File: config.mk
export PLATFORM = sky130hd
export DESIGN_NAME = fifo_mem_writer
export DESIGN_NICKNAME = d
export VERILOG_FILES = /design/src/rtl/fmw_pkg.sv /design/src/rtl/fmw_regs.sv /design/src/rtl/fmw_addr_ctr.sv /design/src/rtl/fmw_fsm.sv /design/src/rtl/fifo_mem_writer.sv
export SDC_FILE = /design/constraint.sdc
export NUM_CORES = 1
export LEC_CHECK = 0
export BUFFER_PORTS_ARGS = -buffer_cell sky130_fd_sc_hd__buf_2
export CAP_MARGIN = 20
export CORE_UTILIZATION = 38
export CTS_CLUSTER_DIAMETER = 80
export DETAILED_ROUTE_END_ITERATION = 8
export GPL_TIMING_DRIVEN = 1
export PLACE_DENSITY = 0.62
export SYNTH_ARGS = -nofsm -noshare
export SYNTH_HDL_FRONTEND = slang
export SYNTH_SLANG_ARGS = --single-unit
File: constraint.sdc
create_clock -name clk -period 2.6 [get_ports clk]
set_input_delay 0.65 -clock clk [delete_from_list [all_inputs] [get_ports clk]]
set_output_delay 0.65 -clock clk [all_outputs]
set_load 0.01 [all_outputs]
File: src/rtl/fmw_pkg.sv
package fmw_pkg;

    localparam int WORD_W = 32;
    localparam int BE_W   = WORD_W / 8;
    localparam int REG_W  = 32;

    typedef enum logic [1:0] {
        ST_IDLE,
        ST_FETCH,
        ST_WRITE,
        ST_FINISH
    } fmw_state_t;

    localparam logic [1:0] RA_STATUS = 2'd0;
    localparam logic [1:0] RA_CTRL   = 2'd1;
    localparam logic [1:0] RA_BASE   = 2'd2;
    localparam logic [1:0] RA_LEN    = 2'd3;

    localparam int STAT_DONE_BIT = 0;
    localparam int STAT_BUSY_BIT = 1;
    localparam int CTRL_GO_BIT   = 0;

endpackage

File: src/rtl/fmw_regs.sv
module fmw_regs
    import fmw_pkg::*;
#(
    parameter int AW = 32,
    parameter int LW = 32
) (
    input  logic             clk,
    input  logic             rst_n,
    input  logic [1:0]       s_addr,
    input  logic             s_write,
    input  logic [REG_W-1:0] s_writedata,
    input  logic             s_read,
    output logic [REG_W-1:0] s_readdata,
    input  logic             busy,
    input  logic             finish,
    output logic             go,
    output logic [AW-1:2]    base_q,
    output logic [LW-1:2]    len_q,
    output logic             done_q
);

    logic unused_wd;
    assign unused_wd = s_writedata[1];

    // start only honoured from idle
    assign go = s_write && (s_addr == RA_CTRL) && s_writedata[CTRL_GO_BIT] && !busy;

    always_ff @(posedge clk) begin
        if (!rst_n) begin
            base_q <= '0;
            len_q  <= '0;
            done_q <= 1'b0;
        end else begin
            if (s_write && (s_addr == RA_BASE)) begin
                base_q <= s_writedata[AW-1:2];
            end
            if (s_write && (s_addr == RA_LEN)) begin
                len_q <= s_writedata[LW-1:2];
            end
            if (go) begin
                done_q <= 1'b0;
            end else if (finish) begin
                done_q <= 1'b1;
            end
        end
    end

    always_comb begin
        s_readdata = '0;
        if (s_read) begin
            unique case (s_addr)
                RA_STATUS: begin
                    s_readdata[STAT_DONE_BIT] = done_q;
                    s_readdata[STAT_BUSY_BIT] = busy;
                end
                RA_CTRL:   s_readdata = '0;
                RA_BASE:   s_readdata[AW-1:2] = base_q;
                RA_LEN:    s_readdata[LW-1:2] = len_q;
            endcase
        end
    end

endmodule

File: src/rtl/fmw_addr_ctr.sv
module fmw_addr_ctr #(
    parameter int AW = 32,
    parameter int LW = 32
) (
    input  logic          clk,
    input  logic          rst_n,
    input  logic          load,
    input  logic          step,
    input  logic [AW-1:2] base_in,
    input  logic [LW-1:2] len_in,
    output logic [AW-1:2] addr_q,
    output logic          last,
    output logic          len_zero
);

    localparam int AWW = AW - 2;
    localparam int LWW = LW - 2;
    localparam logic [AW-1:2] ADDR_STEP = AWW'(1);
    localparam logic [LW-1:2] WORD_ONE  = LWW'(1);

    logic [LW-1:2] rem_q;

    always_ff @(posedge clk) begin
        if (!rst_n) begin
            addr_q <= '0;
            rem_q  <= '0;
        end else if (load) begin
            addr_q <= base_in;
            rem_q  <= len_in;
        end else if (step) begin
            addr_q <= addr_q + ADDR_STEP;
            rem_q  <= rem_q - WORD_ONE;
        end
    end

    assign last     = (rem_q == WORD_ONE);
    assign len_zero = (len_in == '0);

endmodule

File: src/rtl/fmw_fsm.sv
module fmw_fsm
    import fmw_pkg::*;
(
    input  logic              clk,
    input  logic              rst_n,
    input  logic              go,
    input  logic              len_zero,
    input  logic              last,
    input  logic              fifo_empty,
    input  logic [WORD_W-1:0] fifo_rdata,
    input  logic              m_waitrequest,
    output logic              fifo_rd,
    output logic              m_write,
    output logic [WORD_W-1:0] wdata_q,
    output logic              load,
    output logic              step,
    output logic              finish,
    output logic              busy
);

    fmw_state_t state_q, state_d;

    always_ff @(posedge clk) begin
        if (!rst_n) begin
            state_q <= ST_IDLE;
            wdata_q <= '0;
        end else begin
            state_q <= state_d;
            if (fifo_rd) begin
                wdata_q <= fifo_rdata;
            end
        end
    end

    always_comb begin
        state_d = state_q;
        unique case (state_q)
            ST_IDLE: begin
                if (go) begin
                    state_d = len_zero ? ST_FINISH : ST_FETCH;
                end
            end
            ST_FETCH: begin
                if (!fifo_empty) begin
                    state_d = ST_WRITE;
                end
            end
            ST_WRITE: begin
                if (!m_waitrequest) begin
                    state_d = last ? ST_FINISH : ST_FETCH;
                end
            end
            ST_FINISH: state_d = ST_IDLE;
        endcase
    end

    always_comb begin
        fifo_rd = 1'b0;
        m_write = 1'b0;
        step    = 1'b0;
        finish  = 1'b0;
        load    = 1'b0;
        busy    = 1'b1;
        unique case (state_q)
            ST_IDLE: begin
                busy = 1'b0;
                load = go;
            end
            ST_FETCH:  fifo_rd = !fifo_empty;
            ST_WRITE: begin
                m_write = 1'b1;
                step    = !m_waitrequest;
            end
            ST_FINISH: finish = 1'b1;
        endcase
    end

endmodule

File: src/rtl/fifo_mem_writer.sv
module fifo_mem_writer
    import fmw_pkg::*;
#(
    parameter int AW = 32,
    parameter int LW = 32
) (
    input  logic              clk,
    input  logic              rst_n,
    input  logic [1:0]        s_addr,
    input  logic              s_write,
    input  logic [REG_W-1:0]  s_writedata,
    input  logic              s_read,
    output logic [REG_W-1:0]  s_readdata,
    output logic [AW-1:0]     m_address,
    output logic              m_write,
    output logic [WORD_W-1:0] m_writedata,
    output logic [BE_W-1:0]   m_byteenable,
    input  logic              m_waitrequest,
    input  logic              fifo_empty,
    input  logic [WORD_W-1:0] fifo_rdata,
    output logic              fifo_rd
);

    logic          go, busy, finish, done_q;
    logic          load, step, last, len_zero;
    logic [AW-1:2] base_q, addr_q;
    logic [LW-1:2] len_q;

    fmw_regs #(.AW(AW), .LW(LW)) u_regs (
        .clk         (clk),
        .rst_n       (rst_n),
        .s_addr      (s_addr),
        .s_write     (s_write),
        .s_writedata (s_writedata),
        .s_read      (s_read),
        .s_readdata  (s_readdata),
        .busy        (busy),
        .finish      (finish),
        .go          (go),
        .base_q      (base_q),
        .len_q       (len_q),
        .done_q      (done_q)
    );

    fmw_addr_ctr #(.AW(AW), .LW(LW)) u_ctr (
        .clk      (clk),
        .rst_n    (rst_n),
        .load     (load),
        .step     (step),
        .base_in  (base_q),
        .len_in   (len_q),
        .addr_q   (addr_q),
        .last     (last),
        .len_zero (len_zero)
    );

    fmw_fsm u_fsm (
        .clk           (clk),
        .rst_n         (rst_n),
        .go            (go),
        .len_zero      (len_zero),
        .last          (last),
        .fifo_empty    (fifo_empty),
        .fifo_rdata    (fifo_rdata),
        .m_waitrequest (m_waitrequest),
        .fifo_rd       (fifo_rd),
        .m_write       (m_write),
        .wdata_q       (m_writedata),
        .load          (load),
        .step          (step),
        .finish        (finish),
        .busy          (busy)
    );

    assign m_address    = {addr_q, 2'b00};
    assign m_byteenable = '1;

endmodule

After elaboration in Yosys (flattened, before gate mapping)

Index checks and enable logic that the tools add are counted.

Bits in registers: 155
Bits of input ports: 72
Output and inout bits: 102
Logic and storage cells: 52

$add $sub $neg: 2
Eq/ne operators: 10
Muxes and demuxes: 19
Bitwise logic cells: 1
Reduce and logical (&&, ||, !) cells: 13

Operators by type and width:

| operator                                               | number |
|---|---|
| 2-to-1 mux 30 bit                                      | 4 |
| one-hot mux 30 bit (2 select lines)                    | 1 |
| 2-to-1 mux 32 bit                                      | 1 |
| adder 30 x 1 -> 30 bit (second input constant)         | 1 |
| == test 30 x 1 -> 1 bit (second input constant)        | 1 |
| logical NOT 30 bit                                     | 1 |
| subtractor 30 x 1 -> 30 bit (second input constant)    | 1 |
| 2-to-1 mux 2 bit                                       | 6 |
| == test 2 bit (second input constant)                  | 4 |
| one-hot mux 2 bit (4 select lines)                     | 1 |
| 2-to-1 mux 1 bit                                       | 6 |
| logical AND 1 bit                                      | 5 |
| == test 2 x 1 -> 1 bit (second input constant)         | 2 |
| logical NOT 2 bit                                      | 2 |
| inequality test 2 bit (second input constant)          | 2 |
| AND reduction 3 bit                                    | 1 |
| logical NOT 1 bit                                      | 2 |
| inequality test 2 x 1 -> 1 bit (second input constant) | 1 |
| nonzero test 2 bit                                     | 1 |
| OR reduction 2 bit                                     | 1 |
| NOT 1 bit                                              | 1 |

Depth between registers and ports, before layout

Gate-level depths: netlist (run 1).

Depth after elaboration: 6
Depth in mapped cells: 8
Gate-level depth less buffers: 8

Modules after synthesis

A second synthesis (run 1) with hierarchy kept.

Cell total of the unflattened synthesis: 932
Area, all modules: 7,922.6 um^2

Modules (own cells, without submodules):

| module          | times used | cells an instance | area an instance (um^2) | sequential area each (um^2) |
|---|---|---|---|---|
| fmw_addr_ctr    | 1          | 460               | 3,681.0                 | 1,201.2 |
| fmw_regs        | 1          | 303               | 2,786.4                 | 1,221.2 |
| fmw_fsm         | 1          | 161               | 1,402.6                 | 680.7 |
| fifo_mem_writer | 1          | 8                 | 52.6                    | 0.0 |

Worst setup path before layout (run 1)

OpenSTA, ideal clock, no wires.

Path kind: input to output
From: input port s_addr[0]
To: output port s_readdata[1]
Arrival: 1.620 ns
Data required time: 1.950 ns
Setup slack: 0.330 ns
Cell stages on the path: 3
Path buffers: 2
Path through: buf_2 > buf_1 > nor4b_1

Cells in the longest elaborated chain, start to end: 3

Ends and longest elaborated chain:

| item              | line                  | source |
|---|---|---|
| from (decl)       | fifo_mem_writer.sv:9  | `input logic [1:0] s_addr,` |
| logical NOT 2 bit | fmw_regs.sv:51        | `unique case (s_addr)` |
| 2-to-1 mux 2 bit  | fmw_regs.sv:51        |  |
| 2-to-1 mux 32 bit | fmw_regs.sv:50        | `if (s_read) begin` |
| to (decl)         | fifo_mem_writer.sv:13 | `output logic [REG_W-1:0] s_readdata,` |

Every way passes these cells.

Worst setup path after layout (run 1)

From: register u_ctr.rem_q[12] (netlist bit)
To: register u_ctr.rem_q[29] (netlist bit)

Cells in the longest elaborated chain, start to end: 3

Ends and longest elaborated chain:

| item                        | line               | source |
|---|---|---|
| from (decl)                 | fmw_addr_ctr.sv:21 | `logic [LW-1:2] rem_q;` |
| from (signal assigned)      | fmw_addr_ctr.sv:29 | `rem_q <= len_in;` |
| from (signal assigned)      | fmw_addr_ctr.sv:32 | `rem_q <= rem_q - WORD_ONE;` |
| subtractor 30 x 1 -> 30 bit | fmw_addr_ctr.sv:32 |  |
| 2-to-1 mux 30 bit           | fmw_addr_ctr.sv:30 | `end else if (step) begin` |
| 2-to-1 mux 30 bit           | fmw_addr_ctr.sv:27 | `end else if (load) begin` |

Every way passes these cells. The select of a mux whose other input is x is not followed.
A chain may end at the register's enable or synchronous reset.

==> flow_summary.json, run 1 <==
{
  "synth-seq-area-share": 0.423,
  "die_h_um": 141,
  "dr.pass1.iters": 5,
  "die_w_um": 141,
  "dieArea_sq_um": 19900,
  "regArea_sq_um": 3100,
  "synth_top_family_by_area": "simple AND/OR/NAND/NOR gates",
  "power_density_nw_per_um2": 612,
  "maxSlewViolCount": 0,
  "fillers": 1903,
  "min-delay-start": "u_fsm.wdata_q[14]",
  "synth_simple_gate_area_frac": 0.287,
  "slew_headroom": 0.457,
  "area_growth_pct": 25.0,
  "finalHoldViolations": 0,
  "min_path_type": "reg2reg",
  "synthXorXnorAreaFrac": 0,
  "ys.flop_type": "dfxtp_1",
  "finalPower_mw": 5.62,
  "boundaryPins": 174,
  "drtIter0Drc": 518,
  "synthesis.area_sq_um": 7340,
  "antenna_found_initial": 0,
  "cts_resized": 0,
  "max_freq_mhz": 438,
  "final_antenna_net_count": 0,
  "grt_usage": 0.234,
  "path_cells": "or4_1, nor4_4, nand4_2, or4_1, nand3_1, a21oi_1",
  "synth_edf_count": 0,
  "critPathMaxStageDelay_ns": 0.67,
  "synth-compound-area-share": 0.187,
  "post-synth-top-area-cell": "dfxtp_1",
  "cts.sinks": 155,
  "viasPerCell": 5.35,
  "wirelength_um": 23000,
  "synth_cell_type_count": 58,
  "grt_pass1_wl_um": 36600,
  "num_vias": 7444,
  "drive_gt1_frac": 0.233,
  "synth_cells": 965,
  "cts_max_level": 4,
  "place_hpwl_um": 15900,
  "dp.cells": 1359,
  "cts.path.max_buffers": 2,
  "timing.hold.ws_ns": 0.451,
  "arrival_ns": 2.59,
  "async_flop_share": 0,
  "nets": 1193,
  "cap_violations": 0,
  "cp-start-kind": "flop",
  "numPortBuffers": 166,
  "crit_family": "simple AND/OR/NAND/NOR gates",
  "clk_pin_slew_ns": 0.07,
  "avgSynthCellArea_sq_um": 7.61,
  "place_congestion": 0.844,
  "r2r_start": "u_ctr.rem_q[12]",
  "rsz0062_at_grt": "false",
  "synth_common_cells": "nand2_1, dfxtp_1, a21oi_1, nor2_1, clkbuf_1",
  "worstPathMaxFanout": 8,
  "synthDominantCellAreaShare": 0.423,
  "tritoncts": "yes",
  "antenna_cells": 0,
  "fin_setup_tns_ns": 0,
  "synthAdderAreaFrac": 0.00511,
  "cts-root-buf": "clkbuf_16",
  "cp_slowest_cell": "or4_1",
  "postCtsHoldBufs": 0,
  "grt_max_degree": 67,
  "setup_violations": 0,
  "layout_min_cycle_time_ns": 2.28,
  "synth_area_leaders": "dfxtp_1, nand2_1, a21oi_1",
  "tightest_slew_ns": 0.811,
  "yosys_warnings": 0,
  "end_kind": "flop",
  "place_ws_ns": 0.143,
  "finalCritPeriodShare": 0.877,
  "worst-setup-path-type": "reg2reg",
  "synth.ff_latch_count": 155,
  "insertion_delay_ns": 0.42,
  "synth_mux_area_frac": 0.0537,
  "drc_errors": 0,
  "cpMostUsedCell": "or4_1",
  "multi_input_area_sq_um": 3940,
  "core_sq_um": 18800,
  "status": "complete, no violations",
  "initial_utilization": 0.390,
  "yosysMostFrequentCell": "nand2_1",
  "cts_buffers": 17,
  "finalClockSkew_ns": 0.00929,
  "core.rowCount": 50,
  "cp_data_required_time_ns": 2.91,
  "worst_slack_ns": 0.319,
  "grt_pass1_vias": 6768,
  "grt_overflow": 0,
  "worstSetupStartpoint": "u_ctr.rem_q[12]",
  "drt-wirelength-per-cell_um": 16.5,
  "post-cts-setup-buffers": 0,
  "path_buf_inv": 0,
  "ir_worst_vdd_mv": 0.446,
  "final-instance-count-excl-fill": 1391,
  "leakage_nw": 3.65
}
==> layout make-up <==
cell class	count	area share
Timing Repair Buffer	202	0.128
Sequential cell	155	0.338
Clock buffer	21	0.0513
Inverter	6	0.00273
Tap cell	260	0.0355
Multi-Input combinational cell	736	0.429
Clock inverter	11	0.0147
==> worst paths after layout <==
| check | endpoint | slack (ns) | depth (start not counted) |
|---|---|---|---|
| worst max-delay path | u_ctr.rem_q[29] | 0.32 | 6 |
| worst min-delay path | u_fsm.wdata_q[14] | 0.45 | 2 |
| worst max register to register | u_ctr.rem_q[29] | 0.32 | 6 |
| worst min register to register | u_fsm.wdata_q[14] | 0.45 | 2 |
==> power breakdown <==
| group | internal [mW] | switching [mW] |
|---|---|---|
| Combinational | 0.221 | 0.355 |
| Sequential | 2.44 | 0.0626 |
| Clock | 1.50 | 1.04 |
==> tightest hold or removal path, cell delays in order, from the launching register on <==
cell	delay, ns
dfxtp_1	0.31
nand2_1	0.05
a21oi_1	0.05
==> per-stage QoR <==
step / area, sq um / util
2_1_floorplan: 7350 / -
3_3_place_gp: 8570 / 0.455
3_5_place_dp: 8570 / 0.455
4_1_cts: 9170 / 0.487
5_1_grt: 9170 / 0.487
6_report: 9170 / 0.487
==> kinds of logic after synthesis <==
logic type               count (synthesis)
AND/OR/NAND/NOR                        452
multiplexers                            38
AO/OA/AOI/OAI                          237
buffers and inverters                   78
other                                    2
flip-flops                             155
adder cells (fa/ha/maj)                  3
==> per-layer routing <==
metal  track usage  wire length, um
met1         0.310            10400
met2         0.386            11100
met3        0.0438             1080
met4        0.0715              412
met5             0                0
==> sequential cells by signal (all words and copies together) (netlist names) <==
name	count
u_regs.base_q	30
u_fsm.wdata_q	32
u_ctr.rem_q	30
u_regs.len_q	30
u_fsm.state_q	2
u_regs.done_q	1
u_ctr.addr_q	30
==> placed cells by master, fill, tap and decap left out, types with 3 or more instances in the layout <==
cell type,synthesis,routed
a221oi_1,8,8
nand3_1,26,26
dfxtp_1,155,155
a21oi_1,145,145
a22oi_1,12,12
buf_4,6,30
o21ai_0,25,25
inv_1,5,5
clkbuf_16,0,17
mux2i_1,30,30
mux2_2,5,5
and3_1,9,9
nor4_4,4,4
a222oi_1,3,3
nor3_1,15,15
ha_1,3,3
o211ai_1,7,7
or3_1,5,5
and2_1,5,5
o21a_1,3,3
buf_2,5,166
nor3b_1,3,3
or2_2,6,6
clkinvlp_4,0,3
clkbuf_8,0,3
or4_1,8,8
o311ai_0,3,3
a32oi_1,4,4
nor4_1,12,12
nand2_1,244,244
buf_12,0,6
nor2_1,81,80
clkinv_4,0,4
nand4_1,14,14
a31oi_1,15,15
conb_1,2,6
Power figures use the tool's default switching activity.
==> inputs of run 2 (changes only) <==
- ABC_AREA: default -> 1
- PLACE_DENSITY: 0.62 -> 0.61
==> run 2 against run 1 <==
Net effect:
- count of clock-buffer cells in the layout decreased by 3
- setup slack got worse by 0.068 ns
- synthesized cell count increased by 30%
- cell count increased by 20%
- register-to-register slack improved by 0.41 ns
- sequential share of layout area decreased by 2.0 points
- first-iteration DRC count increased by 31%
- critical endpoint is now s_readdata[31]
- largest cell class unchanged
==> flow_summary.json, run 2 <==
{
  "insertion_delay_ns": 0.43,
  "cap_violations": 0,
  "synthAdderAreaFrac": 0.00467,
  "final-instance-count-excl-fill": 1674,
  "viasPerCell": 5.25,
  "wirelength_um": 27100,
  "leakage_nw": 4.23,
  "finalPower_mw": 6.29,
  "layout_min_cycle_time_ns": 2.35,
  "fin_setup_tns_ns": 0,
  "area_growth_pct": 21.2,
  "synth_common_cells": "nand2_1, nor2_1, dfxtp_1, a21oi_1, inv_1",
  "cts-root-buf": "clkbuf_16",
  "synthesis.area_sq_um": 8030,
  "end_kind": "output pin",
  "cp-start-kind": "input port",
  "cp_data_required_time_ns": 1.95,
  "arrival_ns": 1.70,
  "clk_pin_slew_ns": 0.07,
  "worst_slack_ns": 0.251,
  "path_cells": "buf_2, inv_1, nor2_2, buf_12, nand2_1, a21oi_1, buf_2",
  "ys.flop_type": "dfxtp_1",
  "synthXorXnorAreaFrac": 0.0218,
  "drtIter0Drc": 680,
  "min_path_type": "in2reg",
  "drt-wirelength-per-cell_um": 16.2,
  "synth.ff_latch_count": 155,
  "antenna_cells": 0,
  "cts_buffers": 17,
  "yosys_warnings": 0,
  "cp_slowest_cell": "a21oi_1",
  "grt_pass1_wl_um": 42700,
  "max_freq_mhz": 426,
  "core.rowCount": 52,
  "grt_overflow": 0,
  "ir_worst_vdd_mv": 0.482,
  "finalCritPeriodShare": 0.903,
  "synth_simple_gate_area_frac": 0.287,
  "numPortBuffers": 166,
  "rsz0062_at_grt": "false",
  "status": "complete, no violations",
  "core_sq_um": 20500,
  "cts_resized": 0,
  "cts.path.max_buffers": 2,
  "largest_register_ffs": 32,
  "final_cell_mix": "nand2_1, nor2_1, buf_2",
  "synth_top_family_by_area": "simple AND/OR/NAND/NOR gates",
  "antenna_found_initial": 0,
  "grt_pass1_vias": 7872,
  "synthDominantCellAreaShare": 0.386,
  "setup_violations": 0,
  "synth_edf_count": 0,
  "synth_cell_type_count": 33,
  "post-cts-setup-buffers": 0,
  "cts_max_level": 4,
  "fillers": 2144,
  "grt_max_degree": 95,
  "tritoncts": "yes",
  "worstPathMaxFanout": 39,
  "boundaryPins": 174,
  "drc_errors": 0,
  "num_vias": 8792,
  "nets": 1466,
  "timing.hold.ws_ns": 0.440,
  "cpMostUsedCell": "buf_2",
  "maxSlewViolCount": 0,
  "synth_cells": 1253,
  "yosysMostFrequentCell": "nand2_1",
  "critPathMaxStageDelay_ns": 0.24,
  "place_ws_ns": 0.256,
  "synth_area_leaders": "dfxtp_1, nand2_1, nor2_1",
  "post-synth-top-area-cell": "dfxtp_1",
  "finalHoldViolations": 0,
  "dr.pass1.iters": 9,
  "die_h_um": 147,
  "tightest_slew_ns": 0.840,
  "synth_mux_area_frac": 0,
  "worst-setup-path-type": "in2out",
  "final_antenna_net_count": 0,
  "layout_commonest_cell": "nand2_1",
  "dp.cells": 1642,
  "grt_usage": 0.251,
  "drive_gt1_frac": 0.162,
  "place_congestion": 0.917,
  "place_hpwl_um": 19400,
  "slew_headroom": 0.440,
  "finalClockSkew_ns": 0.0101,
  "async_flop_share": 0,
  "synth-seq-area-share": 0.386,
  "postCtsHoldBufs": 0,
  "initial_utilization": 0.392,
  "avgSynthCellArea_sq_um": 6.41,
  "die_w_um": 147,
  "top_register": "u_fsm.wdata_q",
  "cts.sinks": 155,
  "synth-compound-area-share": 0.196,
  "power_density_nw_per_um2": 645,
  "dieArea_sq_um": 21700
}
## run 2: changes by cell type in the layout (fill, tap and decap cells not counted), sizes merged, moves of 22 or more
| cell | delta |
|---|---|
| inv | +133 |
| nand2 | +22 |
| o21ai | +86 |
| mux2i | -30 |
| nor2 | +140 |
| nand3 | +31 |
| o22ai | +34 |
## run 2: worst max-delay path: cells and delay by family
kind | cells | cell delay, ns
buffers and inverters | 4 | 0.59
AO/OA/AOI/OAI | 1 | 0.24
AND/OR/NAND/NOR | 2 | 0.20
## run 2: cell type report
| class | count | area (sq um) | area share |
|---|---|---|---|
| well taps | 270 | 338 | 0.0347 |
| clock buffers | 18 | 439 | 0.0451 |
| flip-flops and latches | 155 | 3100 | 0.319 |
| repair buffers | 182 | 1030 | 0.105 |
| clock inverters | 14 | 185 | 0.0190 |
| inverters | 138 | 520 | 0.0534 |
| multi-input cells | 897 | 4130 | 0.424 |
## run 2: final timing paths
check | start | end | slack, ns | depth (start not counted)
setup / recovery | s_addr[1] | s_readdata[31] | 0.25 | 7
hold / removal | fifo_rdata[14] | u_fsm.wdata_q[14] | 0.44 | 3
setup reg to reg | u_ctr.addr_q[3] | u_ctr.addr_q[16] | 0.73 | 7
hold reg to reg | u_regs.base_q[17] | u_regs.base_q[17] | 0.47 | 2
## run 2: stage by stage
stage                      util  area [sq um]
after floorplan               -          8050
after global placement    0.445          9110
after detailed placement  0.445          9110
after CTS                 0.475          9740
after global routing      0.475          9740
final                     0.475          9740
## run 2: kinds of logic (layout without fill, tap and decap cells)
kind of cell | Yosys count | in the layout
buf+inv | 205 | 352
flops | 155 | 155
xor+xnor | 20 | 20
other cells | 2 | 6
compound gates | 301 | 301
simple gates | 567 | 567
fa+ha+maj | 3 | 3
## run 2: power breakdown
part	leakage (nW)	switching, mW	internal, mW
registers	1.26	0.0701	2.47
logic	2.68	0.725	0.360
clock network	0.296	1.10	1.56
total	4.23	1.90	4.39
## run 2: layer usage
metal  vias to the layer above  track usage  wire (um)
li1                       4327            -          -
met1                      4032        0.346      12300
met2                       396        0.392      12000
met3                        37       0.0559       2280
met4                         0       0.0722        456
met5                         -            0          0
==> inputs of run 3 (changes only) <==
- CTS_BUF_LIST: default -> sky130_fd_sc_hd__clkbuf_2 sky130_fd_sc_hd__clkbuf_4 sky130_fd_sc_hd__clkbuf_8
==> run 3 against run 2 <==
Net effect:
- cell count stayed put
- critical path depth stayed put
- setup slack worse by 0.020 ns
- critical endpoint unchanged
- largest power group is now sequential cells
==> flow_summary.json, run 3 (same netlist as run 2, synthesis figures left out) <==
{
  "power_frac_comb": 0.191,
  "grt_max_degree": 95,
  "finalClockSkew_ns": 0.0120,
  "finalCritPeriodShare": 0.911,
  "path_depth": 7,
  "r2r_start": "u_ctr.addr_q[3]",
  "cp-start-kind": "input port",
  "place_hpwl_um": 19400,
  "cap_violations": 0,
  "area_growth_pct": 18.8,
  "internal_power_mw": 3.82,
  "die_h_um": 147,
  "max_freq_mhz": 422,
  "timing.hold.ws_ns": 0.400,
  "swShare": 0.322,
  "min_delay_path_depth": 3,
  "cpMostUsedCell": "buf_2",
  "boundaryPins": 174,
  "hold_end": "u_fsm.wdata_q[14]",
  "drtIter0Drc": 684,
  "grt_overflow": 0,
  "cp_data_required_time_ns": 1.95,
  "p_seq_frac": 0.450,
  "antenna_cells": 0,
  "rsz0062_at_grt": "false",
  "cts_resized": 0,
  "worst-setup-path-type": "in2out",
  "cts_buffers": 17,
  "placed_cell_area_sq_um": 9110,
  "clk_pin_slew_ns": 0.10,
  "top_register": "u_fsm.wdata_q",
  "maxSlewViolCount": 0,
  "reg2reg_slack_ns": 0.72,
  "place_congestion": 0.917,
  "largest_register_ffs": 32,
  "p_clk_frac": 0.359,
  "cts_max_level": 4,
  "finalHoldViolations": 0,
  "status": "complete, no violations",
  "insertion_delay_ns": 0.47,
  "viasPerCell": 5.22,
  "layout_min_cycle_time_ns": 2.37,
  "arrival_ns": 1.72,
  "die_w_um": 147,
  "dieArea_sq_um": 21700,
  "stdcell_area_sq_um": 9550,
  "cts-root-buf": "clkbuf_8",
  "tritoncts": "yes",
  "core.rowCount": 52,
  "nets": 1466,
  "dr.pass1.iters": 5,
  "end_kind": "output pin",
  "tightest_slew_ns": 0.844,
  "path_buf_inv": 4,
  "setup_violations": 0,
  "wirelength_um": 27000,
  "post-cts-setup-buffers": 0,
  "grt_usage": 0.251,
  "postCtsHoldBufs": 0,
  "rr_worst_depth": 7,
  "power.switching_mw": 1.82,
  "min-delay-start": "fifo_rdata[14]",
  "cts.path.max_buffers": 2,
  "antenna_found_initial": 0,
  "drt-wirelength-per-cell_um": 16.1,
  "drc_errors": 0,
  "slew_headroom": 0.437,
  "numPortBuffers": 166,
  "crit_family": "buffers and inverters",
  "drive_gt1_frac": 0.162,
  "core_sq_um": 20500,
  "worstPathMaxFanout": 39,
  "min_path_type": "in2reg",
  "leakage_nw": 4.15,
  "final_cell_mix": "nand2_1, nor2_1, buf_2",
  "ir_worst_vdd_mv": 0.333,
  "layout_commonest_cell": "nand2_1",
  "grt_pass1_wl_um": 42600,
  "power_density_nw_per_um2": 591,
  "fin_setup_tns_ns": 0,
  "initial_utilization": 0.392,
  "fin_util": 0.466,
  "r2r-end": "u_ctr.addr_q[16]",
  "path_cells": "buf_2, inv_1, nor2_2, buf_12, nand2_1, a21oi_1, buf_2",
  "final_antenna_net_count": 0,
  "finalPower_mw": 5.64,
  "cp_slowest_cell": "a21oi_1",
  "grt_pass1_vias": 7804,
  "num_vias": 8731,
  "critPathMaxStageDelay_ns": 0.25,
  "cts.sinks": 155
}
-- run 3: power groups by stage --
stage                     sequential [mW]  clock [mW]  combinational [mW]
after global routing                 2.55        2.17                1.21
final                                2.54        2.03                1.08
after global placement               2.59           0                1.05
after detailed placement             2.59           0                1.06
after CTS                            2.54        2.07                1.07
after floorplan                      2.58           0               0.728
-- run 3: worst max-delay path by stage --
stage	startpoint	slack (ns)	end
5_1_grt	u_fsm.state_q[0]	0.10	fifo_rd
4_1_cts	u_fsm.state_q[0]	0.22	fifo_rd
2_1_floorplan	s_addr[1]	0.50	s_readdata[11]
6_report	s_addr[1]	0.23	s_readdata[31]
3_5_place_dp	s_addr[1]	0.26	s_readdata[31]
3_3_place_gp	s_addr[1]	0.24	s_readdata[31]
-- run 3: cell type report --
cell class,count,area (sq um)
well taps,270,338
clock inverters,14,185
clock buffers,18,248
flip-flops and latches,155,3100
fillers,2174,10900
multi-input cells,897,4130
inverters,138,520
repair buffers,182,1030
-- run 3: metal layers --
metal,GRT usage,part of all wire
met5,0,0
met4,0.0732,0.014
met3,0.0583,0.082
met2,0.389,0.45
met1,0.346,0.46
-- run 3: stage by stage --
stage	setup slack, ns	instances
5_1_grt	0.100	1674
6_report	0.231	1674
4_1_cts	0.218	1674
3_5_place_dp	0.256	1642
3_3_place_gp	0.239	1642
2_1_floorplan	0.495	1257
-- run 3: worst register-to-register path, cell delays in order (launching register included) --
cell     delay [ns]
dfxtp_1        0.43
ha_1           0.31
nand3_1        0.17
nor2_1         0.39
nand3_1        0.15
xnor2_1        0.15
a21oi_1        0.12
nor2_1         0.05
